File: src/rtl/rcd_pkg.sv
package rcd_pkg;
  typedef enum logic [0:0] {
    ST_SCAN = 1'b0,
    ST_DISP = 1'b1
  } rcd_state_e;

  localparam logic [7:0] OPC_NEAR_CALL = 8'hE8;
  localparam logic [7:0] PFX_OPSIZE    = 8'h66;
endpackage

File: src/rtl/rcd_classify.sv
module rcd_classify #(
  parameter int BW = 8
) (
  input  logic [BW-1:0] byte_in,
  output logic          is_call,
  output logic          is_opsize,
  output logic          is_other_pfx
);
  import rcd_pkg::*;

  localparam int NPFX = 6;
  localparam logic [NPFX*BW-1:0] PFX_LIST = {8'h26, 8'h2E, 8'h36, 8'h3E, 8'hF2, 8'hF3};

  logic [NPFX-1:0] hit;

  genvar g;
  generate
    for (g = 0; g < NPFX; g++) begin : g_pfx
      assign hit[g] = (byte_in == PFX_LIST[g*BW +: BW]);
    end
  endgenerate

  always_comb begin
    is_call      = (byte_in == OPC_NEAR_CALL);
    is_opsize    = (byte_in == PFX_OPSIZE);
    is_other_pfx = |hit;
  end
endmodule

File: src/rtl/rcd_disp_collect.sv
module rcd_disp_collect #(
  parameter int AW     = 32,
  parameter int BW     = 8,
  parameter int NARROW = 16
) (
  input  logic          clk,
  input  logic          rst,
  input  logic          start,
  input  logic          load,
  input  logic          wide,
  input  logic [BW-1:0] byte_in,
  output logic          last,
  output logic [AW-1:0] disp_sext
);
  localparam int WIDE_B   = AW / BW;
  localparam int NARROW_B = NARROW / BW;
  localparam int CW       = $clog2(WIDE_B + 1);

  logic [AW-1:0] sh_q;
  logic [CW-1:0] cnt_q;
  logic [CW-1:0] need;
  logic [AW-1:0] merged;

  always_comb begin
    need   = wide ? CW'(WIDE_B) : CW'(NARROW_B);
    last   = load && (cnt_q == need - CW'(1));
    merged = {byte_in, sh_q[AW-1:BW]};
    if (wide) disp_sext = merged;
    else      disp_sext = {{(AW-NARROW){merged[AW-1]}}, merged[AW-1 -: NARROW]};
  end

  always_ff @(posedge clk) begin
    if (rst || start) begin
      sh_q  <= '0;
      cnt_q <= '0;
    end else if (load) begin
      sh_q  <= merged;
      cnt_q <= last ? '0 : cnt_q + CW'(1);
    end
  end

  assert_cnt_bound_R2: assert property (@(posedge clk) disable iff (rst)
    cnt_q < CW'(WIDE_B));
endmodule

File: src/rtl/rcd_addr_calc.sv
module rcd_addr_calc #(
  parameter int AW     = 32,
  parameter int NARROW = 16
) (
  input  logic          mode32,
  input  logic [AW-1:0] byte_addr,
  input  logic [AW-1:0] disp,
  output logic [AW-1:0] end_addr,
  output logic [AW-1:0] target
);
  localparam logic [AW-1:0] MASK_N = {{(AW-NARROW){1'b0}}, {NARROW{1'b1}}};

  logic [AW-1:0] mask;

  always_comb begin
    mask     = mode32 ? '1 : MASK_N;
    end_addr = (byte_addr + AW'(1)) & mask;
    target   = (end_addr + disp) & mask;
  end
endmodule

File: src/rtl/rel_call_decoder.sv
module rel_call_decoder #(
  parameter int AW     = 32,
  parameter int BW     = 8,
  parameter int NARROW = 16
) (
  input  logic          clk,
  input  logic          rst,
  input  logic          mode32,
  input  logic          in_valid,
  output logic          in_ready,
  input  logic [BW-1:0] in_byte,
  input  logic [AW-1:0] in_addr,
  input  logic          irq_req,
  output logic          call_valid,
  output logic [AW-1:0] call_target,
  output logic [AW-1:0] call_return,
  output logic          not_call,
  output logic          irq_ack,
  output logic [AW-1:0] resume_addr
);
  import rcd_pkg::*;

  rcd_state_e    state_q;
  logic          pfx_q, opsz_q, wide_q;
  logic [AW-1:0] next_ptr_q, last_pfx_q;

  logic is_call, is_opsize, is_other_pfx;
  logic take_irq, take_byte, in_disp;
  logic start_disp, disp_last;
  logic [AW-1:0] disp_sext, end_addr, target;

  rcd_classify #(.BW(BW)) u_class (
    .byte_in(in_byte), .is_call(is_call), .is_opsize(is_opsize),
    .is_other_pfx(is_other_pfx)
  );

  always_comb begin
    in_disp    = (state_q == ST_DISP);
    take_irq   = irq_req && !in_disp;
    in_ready   = !take_irq;
    take_byte  = in_valid && in_ready;
    start_disp = take_byte && !in_disp && is_call;
  end

  rcd_disp_collect #(.AW(AW), .BW(BW), .NARROW(NARROW)) u_disp (
    .clk(clk), .rst(rst), .start(start_disp), .load(take_byte && in_disp),
    .wide(wide_q), .byte_in(in_byte), .last(disp_last), .disp_sext(disp_sext)
  );

  rcd_addr_calc #(.AW(AW), .NARROW(NARROW)) u_addr (
    .mode32(mode32), .byte_addr(in_addr), .disp(disp_sext),
    .end_addr(end_addr), .target(target)
  );

  always_ff @(posedge clk) begin
    if (rst) begin
      state_q     <= ST_SCAN;
      pfx_q       <= 1'b0;
      opsz_q      <= 1'b0;
      wide_q      <= 1'b0;
      next_ptr_q  <= '0;
      last_pfx_q  <= '0;
      call_valid  <= 1'b0;
      call_target <= '0;
      call_return <= '0;
      not_call    <= 1'b0;
      irq_ack     <= 1'b0;
      resume_addr <= '0;
    end else begin
      call_valid <= 1'b0;
      not_call   <= 1'b0;
      irq_ack    <= 1'b0;
      if (take_irq) begin
        irq_ack     <= 1'b1;
        resume_addr <= pfx_q ? last_pfx_q : next_ptr_q;
        pfx_q       <= 1'b0;
        opsz_q      <= 1'b0;
      end else if (take_byte) begin
        next_ptr_q <= end_addr;
        if (in_disp) begin
          if (disp_last) begin
            call_valid  <= 1'b1;
            call_target <= target;
            call_return <= end_addr;
            state_q     <= ST_SCAN;
            pfx_q       <= 1'b0;
            opsz_q      <= 1'b0;
          end
        end else if (is_opsize || is_other_pfx) begin
          pfx_q      <= 1'b1;
          last_pfx_q <= in_addr;
          if (is_opsize) opsz_q <= 1'b1;
        end else if (is_call) begin
          state_q <= ST_DISP;
          wide_q  <= mode32 ^ opsz_q;
        end else begin
          not_call <= 1'b1;
          pfx_q    <= 1'b0;
          opsz_q   <= 1'b0;
        end
      end
    end
  end

  assert_call_pulse_R2: assert property (@(posedge clk) disable iff (rst)
    call_valid |=> !call_valid);
  assert_one_event_R6: assert property (@(posedge clk) disable iff (rst)
    $onehot0({call_valid, not_call, irq_ack}));
  assert_wrap16_R3: assert property (@(posedge clk) disable iff (rst)
    (take_byte && disp_last && !mode32) |=> (call_target[AW-1:NARROW] == '0));
  assert_irq_clears_R7: assert property (@(posedge clk) disable iff (rst)
    irq_ack |-> (!pfx_q && !opsz_q && state_q == ST_SCAN));
  assert_no_irq_in_disp_R8: assert property (@(posedge clk) disable iff (rst)
    in_disp |-> in_ready);
endmodule

File: config.mk
export PLATFORM = sky130hd
export DESIGN_NAME = rel_call_decoder
export DESIGN_NICKNAME = d
export VERILOG_FILES = /design/src/rtl/rcd_pkg.sv /design/src/rtl/rcd_classify.sv /design/src/rtl/rcd_disp_collect.sv /design/src/rtl/rcd_addr_calc.sv /design/src/rtl/rel_call_decoder.sv
export SDC_FILE = /design/constraint.sdc
export NUM_CORES = 1
export LEC_CHECK = 0
export ABC_AREA = 1
export CORE_ASPECT_RATIO = 1.4
export CORE_MARGIN = 1
export CORE_UTILIZATION = 65
export DETAILED_ROUTE_END_ITERATION = 8
export DONT_BUFFER_PORTS = 1
export PLACE_DENSITY_LB_ADDON = 0.15
export SLEW_MARGIN = 20
export SYNTH_ARGS = -nofsm -noshare
export SYNTH_HDL_FRONTEND = slang
export SYNTH_SLANG_ARGS = --single-unit
File: constraint.sdc
create_clock -name clk -period 8 [get_ports clk]
set_input_delay 0.8 -clock clk [delete_from_list [all_inputs] [get_ports clk]]
set_output_delay 0.8 -clock clk [all_outputs]
set_load 0.005 [all_outputs]
==> impl_results.rst <==
.. list-table::
   :header-rows: 1

   * - Metric
     - Value
   * - Crit path kind
     - flip-flop to flip-flop
   * - Number of antenna violations at the first check in global routing
     - 0
   * - Synth area leader
     - dfxtp_1
   * - Post-CTS Hold Buffers
     - 0
   * - Final Util
     - 70.0%
   * - Max Freq
     - ~220 MHz
   * - Area growth from synthesis to layout
     - 6.06%
   * - Overflow left after global routing
     - 0
   * - Top-level I/O count
     - 145
   * - Clock tree from TritonCTS
     - built
   * - Via count of the first global-routing pass
     - 8667
   * - Commonest cells post-synth
     - nand2_1, dfxtp_1, a21oi_1
   * - Count of antenna diodes in the layout
     - 0
   * - Total core area
     - approximately 16000 um^2
   * - Top cells by area, synth
     - dfxtp_1, nand2_1, a21oi_1
   * - Worst Skew
     - roughly 9.2 ps
   * - Starting DRT DRC Count
     - just under 1000
   * - Count of different cell masters after synthesis
     - 47
   * - CP Max Fanout
     - 46
   * - Wire length after detailed routing
     - 28.8 mm
   * - Syn Area/Cell
     - 6.99 um^2
   * - Clock buffer count from CTS
     - 17
   * - Cell area after synthesis
     - about 10000 um^2
   * - Worst path required time
     - between 8000 and 9000 ps
   * - Predominant post-synthesis flop cell
     - dfxtp_1
   * - Cell with the most instances after synthesis
     - nand2_1
   * - Beginning of the worst hold path
     - rst
   * - Number of I/O port buffers
     - 0
   * - Routed via count
     - 9701
   * - CTS root buf
     - clkbuf_16
   * - Post-DR wirelength/cell
     - 17.6 um
   * - Area of the die
     - 16300 um^2
   * - Critical Path Sink Type
     - flip-flop
   * - Max_slew headroom
     - 42.1%
   * - Global-route wire length before repair
     - roughly 44 mm
   * - Share of layout cells above drive strength 1
     - 6.45%
   * - Sequential element share of the synthesized area
     - a little under two fifths
   * - Clock latency reported for the late side of the worst-skew pair
     - 450 ps
   * - Setup TNS Final
     - 0 ps
   * - Number of rows in the core area
     - 54
   * - DPL Wire Length
     - 21.4 mm
   * - Number of antenna-violating nets in the routed design
     - 0
   * - Number of standard cells after synthesis
     - between 1000 and 1500
   * - Max-Cap Viols
     - 0
   * - Worst Max-Slew Pin Slew
     - 865 ps
   * - Maximum root-to-sink buffer count
     - 2
   * - Class of the tightest hold or removal check
     - primary input to flip-flop
   * - Status
     - finished, final reports clean
   * - Minimum period implied by the final worst setup slack
     - 4470 ps
   * - Data arrival at the endpoint of the critical path
     - 4840 ps
   * - Period utilization
     - between 50% and 60%
   * - Fin nets
     - 1507
   * - Area share of the leading cell type in the synthesized netlist
     - 37.8%
   * - Syn Nets
     - 1548
   * - Number of clock sinks
     - approximately 190
   * - Fin worst setup slack
     - between 3000 and 4000 ps
   * - Height of the chip
     - 151 um
   * - Async SR Flop Fraction
     - 0%
   * - Maximum number of pins on one net before global-route repair
     - 75
   * - Slew Viols, Final
     - 0
   * - Placed instance area
     - 10300 um^2
   * - Post-synth EDFFs
     - 0
   * - Width of the die
     - 108 um
   * - Pwr dens
     - 195 nW/um^2
   * - Final hold violation count
     - 0
   * - Count of buffers added by post-CTS timing repair for setup
     - 0
   * - CP Launch Type
     - flip-flop
   * - Flip-flop and latch count after synthesis
     - 194
   * - Post-route DRC
     - 0
   * - Place WS
     - between 3000 and 4000 ps
   * - Starting Density
     - about two thirds
   * - Leakage
     - roughly 0.0045 uW
   * - Post-cts repair resize count
     - 0
   * - Synthesis Warnings
     - 0
   * - Launching point of the worst reg2reg path
     - in_disp$_SDFFE_PP0P_
   * - RSZ-0062 raised after global routing
     - no
   * - Tot GR Track Use
     - between 30% and 40%
   * - Last weighted congestion value of the routability-driven placer
     - ~0.98
   * - Max VDD drop
     - 0.000156 V
   * - Post-route cell area
     - 10900 um^2
   * - Startpoint of the most critical setup path
     - in_disp$_SDFFE_PP0P_
   * - Clk slew on worst S/H paths
     - 80 ps
   * - Reg2Reg Setup Slack
     - 3530 ps
   * - H-tree depth
     - 4
   * - Vias per cell
     - 5.93
   * - Final setup fails
     - 0
   * - Length of the first detailed-routing pass in iterations
     - 9
[layout by cell type (no fill, tap or decap), types with 12 or more instances in the layout]
master	instances
clkbuf_16	17
nand2_1	322
dfxtp_1	194
o21ai_0	160
nor3_1	12
nor2_1	108
inv_1	136
a21oi_1	190
mux2i_1	21
ha_1	33
nand3_1	83
nand4_1	22
xor2_1	23
[flip-flops by register name, summed over array words and instances, names as in the netlist]
name          flops
call_valid        1
u_disp.sh_q      24
next_ptr_q       32
last_pfx_q       32
u_disp.cnt_q      3
irq_ack           1
call_target      32
pfx_q             1
opsz_q            1
in_disp           1
wide_q            1
call_return      32
resume_addr      32
not_call          1
[kinds of logic after synthesis]
group,share of synthesized area [%]
AND/OR/NAND/NOR,26.6
AO/OA/AOI/OAI,18.5
buffers and inverters,8.14
flip-flops,37.8
adder cells (fa/ha/maj),4.22
XOR/XNOR,2.73
multiplexers,2.05
[power breakdown]
part	switching (uW)	leakage [uW]	internal, uW	total (uW)
logic	174	0.00267	81.4	256
clock network	439	0.000293	425	864
registers	14.7	0.00157	990	1000
total	628	0.00453	1500	2120
[critical path, cell delays in order (launching register included)]
cell	delay [ps]
dfxtp_1	360
inv_2	110
nand2_2	150
inv_2	90
nor2_8	400
inv_4	210
nor2_8	350
inv_2	300
nor2_2	170
inv_2	60
nor2_4	570
buf_4	480
inv_2	370
nor2_4	450
nand3_1	160
a21oi_1	140
[metal layers]
layer / global-route usage (%) / part of all wire, % / up-vias
met2: 56.7 / 46 / 366
met5: 0 / 0 / -
met3: 7.19 / 7.3 / 91
met4: 20.0 / 5.1 / 0
met1: 44.6 / 41 / 4450
li1: - / - / 4794
[layout make-up]
type | count | area (um^2)
Inverter | 143 | 539
Fill cell | 1336 | 4650
Clock inverter | 15 | 181
Timing Repair Buffer | 8 | 60.1
Clock buffer | 17 | 425
Sequential cell | 194 | 3880
Tap cell | 196 | 245
Multi-Input combinational cell | 1064 | 5550
[final timing paths]
path | to | depth (start not counted)
worst min-delay path | last_pfx_q[3]$_SDFFE_PP0P_ | 1
worst max register to register | call_target[21]$_SDFFE_PP0P_ | 15
worst min register to register | last_pfx_q[31]$_SDFFE_PP0P_ | 2
worst max-delay path | call_target[21]$_SDFFE_PP0P_ | 15
[metrics by stage]
| step | power, uW | std cells | hold slack, ps |
|---|---|---|---|
| finish | 2120 | 1637 | 422 |
| global route | 2200 | 1637 | 412 |
| CTS | 2130 | 1637 | 416 |
| detailed placement | 1280 | 1605 | 443 |
| global placement | 1270 | 1605 | 441 |
| floorplan | 1220 | 1469 | 429 |
Note: power is estimated with default switching activity, not from simulation.
